## src/rtl/intsrc_pkg.sv

```systemverilog
package intsrc_pkg;

  typedef struct packed {
    logic queued;    // message: offer waiting for the slot
    logic mpend;     // message: fired while masked
    logic rejected;  // message: offer was turned away
    logic asserted;  // level: registered request line
    logic sent;      // level: offer outstanding
  } src_stat_t;

  localparam src_stat_t STAT_CLEAR = '0;

endpackage

```

## src/rtl/intsrc_entry.sv

```systemverilog
module intsrc_entry
  import intsrc_pkg::*;
#(
  parameter int PRIO_W   = 8,
  parameter int SRV_W    = 4,
  parameter bit IS_LEVEL = 1'b0
) (
  input  logic              clk,
  input  logic              rst_n,
  input  logic              src_in,
  input  logic              cfg_hit,
  input  logic [PRIO_W-1:0] cfg_prio,
  input  logic [SRV_W-1:0]  cfg_server,
  input  logic [PRIO_W-1:0] cfg_saved,
  input  logic              rej_hit,
  input  logic              eoi_hit,
  input  logic              scan_hit,
  input  logic              grant,
  output logic              eligible,
  output logic [PRIO_W-1:0] prio_o,
  output logic [SRV_W-1:0]  server_o
);

  logic [PRIO_W-1:0] prio_q, saved_q;
  logic [SRV_W-1:0]  server_q;
  src_stat_t         st_q, st_d;
  logic              masked;

  assign masked = &prio_q;

  always_comb begin
    st_d          = st_q;
    st_d.asserted = src_in;
    if (IS_LEVEL) begin
      if (rej_hit || eoi_hit) st_d.sent = 1'b0;
      if (grant)              st_d.sent = 1'b1;
    end else begin
      if (grant) st_d.queued = 1'b0;
      if (scan_hit && st_q.rejected) begin
        st_d.rejected = 1'b0;
        if (!masked) st_d.queued = 1'b1;
      end
      if (rej_hit) st_d.rejected = 1'b1;
      if (src_in) begin
        if (masked) st_d.mpend  = 1'b1;
        else        st_d.queued = 1'b1;
      end
      if (cfg_hit && !(&cfg_prio) && st_d.mpend) begin
        st_d.mpend  = 1'b0;
        st_d.queued = 1'b1;
      end
    end
  end

  always_ff @(posedge clk) begin
    if (!rst_n) begin
      st_q     <= STAT_CLEAR;
      prio_q   <= '1;
      saved_q  <= '1;
      server_q <= '0;
    end else begin
      st_q <= st_d;
      if (cfg_hit) begin
        prio_q   <= cfg_prio;
        saved_q  <= cfg_saved;
        server_q <= cfg_server;
      end
    end
  end

  assign eligible = IS_LEVEL ? (st_q.asserted && !masked && !st_q.sent)
                             : (st_q.queued && !masked);
  assign prio_o   = prio_q;
  assign server_o = server_q;

  // the picker only grants a source that is eligible
  assert_grant_eligible_R8: assert property (@(posedge clk) disable iff (!rst_n)
    grant |-> eligible);

  // a level source just loaded into the slot is not eligible next cycle
  assert_level_no_reoffer_R4: assert property (@(posedge clk) disable iff (!rst_n)
    (IS_LEVEL && grant) |=> !eligible);

  // a masked message event latches the pending state
  assert_masked_latch_R2: assert property (@(posedge clk) disable iff (!rst_n)
    (!IS_LEVEL && src_in && masked && !cfg_hit) |=> st_q.mpend);

  // configured values move only on a write
  assert_cfg_only_R10: assert property (@(posedge clk) disable iff (!rst_n)
    !cfg_hit |=> ($stable(saved_q) && $stable(prio_q) && $stable(server_q)));

endmodule

```

## src/rtl/intsrc_pick.sv

```systemverilog
module intsrc_pick #(
  parameter int N     = 8,
  parameter int IDX_W = 3
) (
  input  logic             clk,
  input  logic             rst_n,
  input  logic [N-1:0]     req,
  output logic             any,
  output logic [IDX_W-1:0] idx
);

  always_comb begin
    any = 1'b0;
    idx = '0;
    for (int i = N - 1; i >= 0; i--) begin
      if (req[i]) begin
        any = 1'b1;
        idx = IDX_W'(i);
      end
    end
  end

  // nothing below the chosen index is requesting
  assert_lowest_first_R8: assert property (@(posedge clk) disable iff (!rst_n)
    any |-> (req[idx] && ((req & ((N'(1) << idx) - N'(1))) == '0)));

endmodule

```

## src/rtl/intsrc_scan.sv

```systemverilog
module intsrc_scan #(
  parameter int N     = 8,
  parameter int IDX_W = 3
) (
  input  logic             clk,
  input  logic             rst_n,
  input  logic             start,
  output logic [N-1:0]     hit,
  output logic             done
);

  localparam logic [IDX_W-1:0] LAST = IDX_W'(N - 1);

  logic             busy;
  logic [IDX_W-1:0] ptr;

  always_ff @(posedge clk) begin
    if (!rst_n) begin
      busy <= 1'b0;
      ptr  <= '0;
      done <= 1'b0;
    end else begin
      done <= 1'b0;
      if (busy) begin
        if (ptr == LAST) begin
          busy <= 1'b0;
          done <= 1'b1;
        end
        ptr <= ptr + 1'b1;
      end else if (start) begin
        busy <= 1'b1;
        ptr  <= '0;
      end
    end
  end

  for (genvar g = 0; g < N; g++) begin : g_hit
    assign hit[g] = busy && (ptr == IDX_W'(g));
  end

  // the done pulse only follows the visit of the last index
  assert_done_end_R7: assert property (@(posedge clk) disable iff (!rst_n)
    done |-> (!busy && $past(busy) && ($past(ptr) == LAST)));

  // a scan visits at most one source per cycle
  assert_scan_onehot_R7: assert property (@(posedge clk) disable iff (!rst_n)
    $onehot0(hit));

endmodule

```

## src/rtl/intsrc_state_ctrl.sv

```systemverilog
module intsrc_state_ctrl
  import intsrc_pkg::*;
#(
  parameter int                N_SRC      = 8,
  parameter int                NUM_W      = 16,
  parameter int                SRV_W      = 4,
  parameter int                PRIO_W     = 8,
  parameter logic [NUM_W-1:0]  BASE       = 16'h0040,
  parameter logic [N_SRC-1:0]  LEVEL_MASK = 8'hF0,
  localparam int               IDX_W      = (N_SRC > 1) ? $clog2(N_SRC) : 1
) (
  input  logic              clk,
  input  logic              rst_n,
  input  logic [N_SRC-1:0]  src_in,
  input  logic              cfg_we,
  input  logic [IDX_W-1:0]  cfg_idx,
  input  logic [SRV_W-1:0]  cfg_server,
  input  logic [PRIO_W-1:0] cfg_prio,
  input  logic [PRIO_W-1:0] cfg_saved,
  input  logic              rej_valid,
  input  logic [NUM_W-1:0]  rej_num,
  input  logic              eoi_valid,
  input  logic [NUM_W-1:0]  eoi_num,
  input  logic              resend_start,
  output logic              resend_done,
  output logic              offer_valid,
  input  logic              offer_ready,
  output logic [NUM_W-1:0]  offer_num,
  output logic [SRV_W-1:0]  offer_server,
  output logic [PRIO_W-1:0] offer_prio
);

  logic [NUM_W-1:0]  rej_loc, eoi_loc;
  logic              rej_in, eoi_in;
  logic [N_SRC-1:0]  eligible, grant, scan_hit;
  logic [PRIO_W-1:0] prio_a   [N_SRC];
  logic [SRV_W-1:0]  server_a [N_SRC];
  logic              pick_any, load;
  logic [IDX_W-1:0]  pick_idx;

  assign rej_loc = rej_num - BASE;
  assign eoi_loc = eoi_num - BASE;
  assign rej_in  = rej_valid && (rej_loc < NUM_W'(N_SRC));
  assign eoi_in  = eoi_valid && (eoi_loc < NUM_W'(N_SRC));

  for (genvar g = 0; g < N_SRC; g++) begin : g_src
    intsrc_entry #(
      .PRIO_W   (PRIO_W),
      .SRV_W    (SRV_W),
      .IS_LEVEL (LEVEL_MASK[g])
    ) u_entry (
      .clk        (clk),
      .rst_n      (rst_n),
      .src_in     (src_in[g]),
      .cfg_hit    (cfg_we && (cfg_idx == IDX_W'(g))),
      .cfg_prio   (cfg_prio),
      .cfg_server (cfg_server),
      .cfg_saved  (cfg_saved),
      .rej_hit    (rej_in && (rej_loc == NUM_W'(g))),
      .eoi_hit    (eoi_in && (eoi_loc == NUM_W'(g))),
      .scan_hit   (scan_hit[g]),
      .grant      (grant[g]),
      .eligible   (eligible[g]),
      .prio_o     (prio_a[g]),
      .server_o   (server_a[g])
    );
    assign grant[g] = load && (pick_idx == IDX_W'(g));
  end

  intsrc_pick #(.N(N_SRC), .IDX_W(IDX_W)) u_pick (
    .clk   (clk),
    .rst_n (rst_n),
    .req   (eligible),
    .any   (pick_any),
    .idx   (pick_idx)
  );

  intsrc_scan #(.N(N_SRC), .IDX_W(IDX_W)) u_scan (
    .clk   (clk),
    .rst_n (rst_n),
    .start (resend_start),
    .hit   (scan_hit),
    .done  (resend_done)
  );

  assign load = pick_any && (!offer_valid || offer_ready);

  always_ff @(posedge clk) begin
    if (!rst_n) begin
      offer_valid  <= 1'b0;
      offer_num    <= '0;
      offer_server <= '0;
      offer_prio   <= '1;
    end else if (load) begin
      offer_valid  <= 1'b1;
      offer_num    <= BASE + NUM_W'(pick_idx);
      offer_server <= server_a[pick_idx];
      offer_prio   <= prio_a[pick_idx];
    end else if (offer_ready) begin
      offer_valid  <= 1'b0;
    end
  end

  // back-pressure freezes the offer
  assert_offer_hold_R8: assert property (@(posedge clk) disable iff (!rst_n)
    (offer_valid && !offer_ready) |=>
      (offer_valid && $stable(offer_num) && $stable(offer_server) && $stable(offer_prio)));

  // a masked priority is never offered
  assert_offer_unmasked_R3: assert property (@(posedge clk) disable iff (!rst_n)
    offer_valid |-> (offer_prio != '1));

  // at most one source is loaded per cycle
  assert_grant_single_R8: assert property (@(posedge clk) disable iff (!rst_n)
    $onehot0(grant));

endmodule

```

## config.mk

```make
export PLATFORM = sky130hd
export DESIGN_NAME = intsrc_state_ctrl
export DESIGN_NICKNAME = d
export VERILOG_FILES = /design/src/rtl/intsrc_pkg.sv /design/src/rtl/intsrc_entry.sv /design/src/rtl/intsrc_pick.sv /design/src/rtl/intsrc_scan.sv /design/src/rtl/intsrc_state_ctrl.sv
export SDC_FILE = /design/constraint.sdc
export NUM_CORES = 1
export LEC_CHECK = 0
export BUFFER_PORTS_ARGS = -buffer_cell sky130_fd_sc_hd__clkbuf_2
export CORE_ASPECT_RATIO = 1.4
export CORE_UTILIZATION = 43
export CTS_CLUSTER_SIZE = 25
export DETAILED_ROUTE_END_ITERATION = 16
export PLACE_DENSITY_LB_ADDON = 0.08
export SLEW_MARGIN = 20
export SYNTH_ARGS = -nofsm -noshare
export SYNTH_HDL_FRONTEND = slang
export SYNTH_HIERARCHICAL = 1
export SYNTH_SLANG_ARGS = --single-unit
export TNS_END_PERCENT = 1
```

## constraint.sdc

```tcl
create_clock -name clk -period 2.7 [get_ports clk]
set_input_delay 0.135 -clock clk [delete_from_list [all_inputs] [get_ports clk]]
set_output_delay 0.135 -clock clk [all_outputs]
set_load 0.005 [all_outputs]
```

Word-level counts from Yosys, hierarchy flattened
Cells that the tools add are included.
{"block": "classes", "order_cmp": 3, "mux": 74, "n_bitwise": 2, "reduce_logical": 106, "n_addsub": 4, "eq_ne": 29}
{"cell": "$eq 16x3->1 const B", "count": 8}
{"cell": "$reduce_and 8->1", "count": 9}
{"cell": "$logic_and 1x1->1", "count": 59}
{"cell": "$mux 1", "count": 50}
{"cell": "$eq 16x2->1 const B", "count": 2}
{"cell": "$lt 16x4->1 const B", "count": 2}
{"cell": "$sub 16x7->16 const B", "count": 2}
{"cell": "$mux 3", "count": 10}
{"cell": "$eq 3x3->1 const B", "count": 9}
{"cell": "$bmux 8 s3", "count": 1}
{"cell": "$reduce_bool 2->1", "count": 10}
{"cell": "$eq 3x2->1 const B", "count": 6}
{"cell": "$eq 16x1->1 const B", "count": 1}
{"cell": "$logic_not 16->1", "count": 1}
{"cell": "$mux 2", "count": 8}
{"cell": "$mux 8", "count": 2}
{"cell": "$logic_not 1->1", "count": 14}
{"cell": "$bmux 4 s3", "count": 1}
{"cell": "$eq 3x1->1 const B", "count": 3}
{"cell": "$logic_not 3->1", "count": 3}
{"cell": "$add 7x3->8 const A", "count": 1}
{"cell": "$mux 4", "count": 2}
{"cell": "$reduce_or 2->1", "count": 4}
{"cell": "$logic_or 1x1->1", "count": 5}
{"cell": "other kinds (5)", "count": 5}
{"block": "word_totals", "input_bits": 70, "output_inout_bits": 30, "regBits": 150}

Longest topological paths before layout
{"block": "depth", "ltp_word": 21, "depth_mapped": 12, "mapped_depth_nobuf": 10}

Modules after synthesis
The synthesis kept the hierarchy.
{"module": "intsrc_entry (g_src[0].u_entry ...)", "seq_area_each_um2": 300.3, "cells_per_inst": 61, "area_each_um2": 598.1, "instances": 4}
{"module": "intsrc_entry (g_src[4].u_entry ...)", "seq_area_each_um2": 280.3, "cells_per_inst": 47, "area_each_um2": 519.2, "instances": 4}
{"module": "intsrc_state_ctrl", "seq_area_each_um2": 340.3, "cells_per_inst": 180, "area_each_um2": 1803.0, "instances": 1}
{"module": "intsrc_scan", "seq_area_each_um2": 100.1, "cells_per_inst": 36, "area_each_um2": 360.3, "instances": 1}
{"module": "intsrc_pick", "seq_area_each_um2": 0.0, "cells_per_inst": 13, "area_each_um2": 80.1, "instances": 1}

Worst setup path before layout
No wires, ideal clock.
{"block": "synth_timing", "path_type": "register to register", "startpoint": "register g_src[2].u_entry.prio_q[0]", "endpoint": "register g_src[1].u_entry/st_q[4] in the netlist's numbering", "arrival_time_ns": 2.466, "n_path_buf": 2, "path_slack_ns": 0.120, "synth_period_minus_slack_ns": 2.580, "stages_incl_launch_ff": 11, "path_cell_list": "dfxtp_1 > nand4_1 > nor2_1 > nor2_1 > o41ai_1 > buf_4 > buf_2 > nand3_1 > nor3_1 > o22ai_1 > o21a_1"}
{"block": "synth_between", "elab_chain_cells": 14, "word_cells_on_any_way": 18, "classes_between": "1 x eq/ne; 12 x mux; 5 x reduce/logical"}
{"element": "start, declared", "line": "intsrc_entry.sv:24", "rtl": "logic [PRIO_W-1:0] prio_q, saved_q;"}
{"element": "start signal, assigned", "line": "intsrc_entry.sv:64", "rtl": "prio_q <= cfg_prio;"}
{"element": "$reduce_and 8->1 *", "line": "intsrc_entry.sv:29", "rtl": "assign masked = &prio_q;"}
{"element": "$logic_not 1->1 *"}
{"element": "$logic_and 1x1->1 *", "line": "intsrc_entry.sv:72", "rtl": ": (st_q.queued && !masked);"}
{"element": "named net eligible[2]", "line": "intsrc_state_ctrl.sv:35", "rtl": "logic [N_SRC-1:0] eligible, grant, scan_hit;"}
{"element": "$mux 3 * (3 in a row)", "line": "intsrc_pick.sv:16", "rtl": "if (req[i]) begin"}
{"element": "named net pick_idx[0]", "line": "intsrc_state_ctrl.sv:39", "rtl": "logic [IDX_W-1:0] pick_idx;"}
{"element": "$eq 3x1->1 *", "line": "intsrc_state_ctrl.sv:67", "rtl": "assign grant[g] = load && (pick_idx == IDX_W'(g));"}
{"element": "$logic_and 1x1->1 *", "line": "intsrc_state_ctrl.sv:67"}
{"element": "named net grant[1]", "line": "intsrc_state_ctrl.sv:35"}
{"element": "$mux 1 *", "line": "intsrc_entry.sv:38", "rtl": "if (grant) st_d.queued = 1'b0;"}
{"element": "$mux 1", "line": "intsrc_entry.sv:41", "rtl": "if (!masked) st_d.queued = 1'b1;"}
{"element": "$mux 1 *", "line": "intsrc_entry.sv:39", "rtl": "if (scan_hit && st_q.rejected) begin"}
{"element": "$mux 1", "line": "intsrc_entry.sv:45", "rtl": "if (masked) st_d.mpend = 1'b1;"}
{"element": "$mux 2 *", "line": "intsrc_entry.sv:44", "rtl": "if (src_in) begin"}
{"element": "$mux 2 *", "line": "intsrc_entry.sv:48", "rtl": "if (cfg_hit && !(&cfg_prio) && st_d.mpend) begin"}
{"element": "end signal, assigned", "line": "intsrc_entry.sv:62", "rtl": "st_q <= st_d;"}
{"element": "end, declared", "line": "intsrc_entry.sv:26", "rtl": "src_stat_t st_q, st_d;"}
The timed path passes the listed nets; every way through them passes the cells marked *.
A chain may end at the register's enable or synchronous reset.

Final worst setup path
{"block": "layout_timing", "startpoint": "register g_src[4].u_entry.prio_q[6]", "endpoint": "register offer_server[2]"}
{"block": "layout_between", "elab_chain_cells": 13, "word_cells_on_any_way": 19, "classes_between": "13 x mux; 1 x bitwise; 5 x reduce/logical"}
{"element": "start, declared", "line": "intsrc_entry.sv:24"}
{"element": "start signal, assigned", "line": "intsrc_entry.sv:64"}
{"element": "$reduce_and 8->1", "line": "intsrc_entry.sv:29"}
{"element": "$logic_not 1->1"}
{"element": "$logic_and 1x1->1 (2 in a row)", "line": "intsrc_entry.sv:71", "rtl": "assign eligible = IS_LEVEL ? (st_q.asserted && !masked && !st_q.sent)"}
{"element": "named net eligible[4]", "line": "intsrc_state_ctrl.sv:35"}
{"element": "$mux 3 (5 in a row)", "line": "intsrc_pick.sv:16"}
{"element": "named net pick_idx[0]", "line": "intsrc_state_ctrl.sv:39"}
{"element": "$not 3->4 (not written as such)", "line": "intsrc_state_ctrl.sv:97", "rtl": "offer_server <= server_a[pick_idx];"}
{"element": "$bmux 4 s3", "line": "intsrc_state_ctrl.sv:97"}
{"element": "$mux 4 (not written as such) (2 in a row)", "line": "intsrc_state_ctrl.sv:97"}
{"element": "end signal, assigned", "line": "intsrc_state_ctrl.sv:97"}
{"element": "end, declared", "line": "intsrc_state_ctrl.sv:29", "rtl": "output logic [SRV_W-1:0] offer_server,"}
The timed path passes the listed nets, and every way through them passes these cells. The select of a mux whose other input is x is not followed.

==> flow_metrics.env <==
export IMPL_die_h_um=149
export IMPL_drv_cap=0
export IMPL_post_route_period_util_pct=96.9
export IMPL_hold_class="primary input to flop"
export IMPL_hold_path_cell_count=4
export IMPL_insertion_delay_ns=0.41
export IMPL_drc=0
export IMPL_syn_inst=651
export IMPL_status="finished clean"
export IMPL_avgRoutedWirePerCell_um=18.4
export IMPL_setup_viol=0
export IMPL_yosys_warnings=6
export IMPL_power_frac_seq_pct=43.6
export IMPL_crit_top_cell="buf_4"
export IMPL_power_leakage_nw=2.98
export IMPL_final_max_slew_viol_count=0
export IMPL_critPathLaunch="g_src[4].u_entry/prio_o[6]"
export IMPL_peakVddDrop_mv=0.443
export IMPL_die_x_um=107
export IMPL_cp_max_fo=16
export IMPL_timing_hold_ws_ns=0.0870
export IMPL_slowest_delay_ns=0.52
export IMPL_coreArea_mm2=0.0151
export IMPL_hold_violations=0
export IMPL_switchingPower_mw=1.27
export IMPL_cts_max_path_buffers=2
export IMPL_reg2regPathDepth=9
export IMPL_relSlewSlack_pct=45.7
export IMPL_drt_iter0_markers=247
export IMPL_cts_buffers=17
export IMPL_syn_area_mm2=0.00664
export IMPL_gp_routability_congestion=0.817
export IMPL_clk_pin_slew_worst_paths_ns=0.06
export IMPL_nNetsFinal=820
export IMPL_port_buffer_count=79
export IMPL_grt_pass1_wl_um=26800
export IMPL_vias=5130
export IMPL_cts_tree="done"
export IMPL_start_util_pct=44.1
export IMPL_vias_per_cell=5.43
export IMPL_antenna_found_initial=0
export IMPL_max_freq_ghz=0.382
export IMPL_arrival_ns=2.89
export IMPL_pwr_share_clk_pct=41.5
export IMPL_reg2reg_from="g_src[4].u_entry/prio_o[6]"
export IMPL_end_kind="flop"
export IMPL_p_per_area_mw_per_mm2=628
export IMPL_grt_pass1_vias=5054
export IMPL_worst_pin_slew_ns=0.815
export IMPL_syn_area_per_cell_um2=10.2
export IMPL_area_growth_pct=19.2
export IMPL_overflow=0
export IMPL_drtAntennaViolNets=0
export IMPL_ios=100
export IMPL_p_sw_share_pct=25.6
export IMPL_htree_levels=4
export IMPL_drt_wl_total_um=17300
export IMPL_track_usage_pct=22.6
export IMPL_drive_gt1_share_pct=23.9
export IMPL_row_count=53
export IMPL_design_die_area_mm2=0.0159
export IMPL_critPathKind="flop to flop"
export IMPL_fin_crit_ns=2.62
export IMPL_skew_ns=0.00745
export IMPL_start_kind="flop"
export IMPL_critPathRequiredTime_ns=2.98
export IMPL_place_detailed_hpwl_um=12700
export IMPL_antennaDiodeCount=0
export IMPL_cts_sinks=138
export IMPL_p_int_mw=3.70
export IMPL_grt_max_degree=88
export IMPL_min_from="src_in[0]"
export IMPL_cp_slowest_cell="mux4_2"
export IMPL_first_pass_iters=4
export IMPL_rsz0062_at_grt="true"
export IMPL_crit_chain="nand4_1, o211a_1, buf_4, o41ai_2, buf_12, mux4_2, mux2i_1, buf_4, a211oi_1"
export IMPL_place_area_mm2=0.00727
export IMPL_comb_power_share_pct=14.9
export IMPL_root_buffer="clkbuf_16"
export IMPL_stdcell_area_mm2=0.00791
## area by class of cell
| type | count | area [um^2] |
|---|---|---|
| clock buffer | 21 | 480 |
| fill | 1404 | 7140 |
| multi-input combinational | 454 | 3600 |
| sequential | 138 | 2770 |
| timing repair buffer | 107 | 687 |
| clock inverter | 8 | 47.5 |
| tap | 192 | 240 |
| inverter | 25 | 93.8 |
## power by group through the flow
stage          combinational (mW)  sequential (mW)  clock [mW]
3_3_place_gp                0.712             2.20           0
4_1_cts                     0.731             2.16        2.10
5_1_grt                     0.802             2.17        2.19
2_1_floorplan               0.451             2.19           0
3_5_place_dp                0.722             2.21           0
6_report                    0.742             2.16        2.06
## sequential cells by signal (all words and copies together), names as in the netlist
name,count
g_src.u_entry/prio_o,64
g_src.u_entry/server_o,32
offer_valid,1
offer_server,4
u_scan/done,1
g_src.u_entry/st_q,20
u_scan/ptr,3
offer_num,4
offer_prio,8
u_scan/busy,1
## critical path: cells and delay by family, from the launching register on
kind / cells / cell delay (ns)
compound gates: 3 / 0.76
mux: 2 / 0.70
buf+inv: 3 / 0.53
flops: 1 / 0.36
simple gates: 1 / 0.12
## cells in the final DEF, fill, tap and decap left out, drive strengths merged, types with 4 or more instances in the layout
cell and instances:
nor4 17, nor2b 40, o21a 15, inv 24, mux4 24, a211oi 5
nor3b 4, nand2 73, o21ai 8, nor2 36, nand2b 8, a22oi 8
a21oi 14, nand4b 4, nand4 24, mux2i 108, dfxtp 138, nor3 7
clkbuf 99, o211a 4, buf 24, conb 12, dlygate4sd3 5, o22ai 4
nor4b 4, and2 8, o31a 4, ha 7, clkinv 6, nand3 4
## path summary, 6_finish.rpt
path              slack [ns]                  endpoint
hold / removal          0.09  g_src[0].u_entry/st_q[3]
setup / recovery        0.08           offer_server[2]
setup reg to reg        0.08           offer_server[2]
hold reg to reg         0.46              offer_num[6]
## what timing repair did
| action | 4_1_cts | 5_1_grt |
|---|---|---|
| setup buffers | 0 | 1 |
| endpoints found under the hold margin | 6 | 0 |
| resized for setup | 1 | 13 |
| hold buffers | 5 | 0 |
| pin swaps | 0 | 2 |
| endpoints found under the setup margin | 2 | 12 |
## metrics by stage
step | setup slack, ns | instances | total power [mW] | setup TNS, ns | util [%]
after global routing | -0.0491 | 945 | 5.16 | -0.0720 | 52.5
after global placement | 0.0493 | 910 | 2.91 | 0 | 48.3
after detailed placement | -0.00931 | 910 | 2.93 | -0.00931 | 48.3
final | 0.0835 | 945 | 4.97 | 0 | 52.5
after CTS | 0.0178 | 944 | 4.99 | 0 | 52.2
after floorplan | 0.120 | 662 | 2.64 | 0 | -
## per-layer routing
| metal | vias to the layer above | GRT usage (%) | share of wire (%) |
|---|---|---|---|
| li1 | 2498 | - | - |
| met1 | 2472 | 24.6 | 40 |
| met2 | 130 | 42.5 | 54 |
| met3 | 30 | 4.02 | 3.5 |
| met4 | 0 | 9.52 | 2.8 |
| met5 | - | 0 | 0 |
Power figures use the tool's default switching activity.
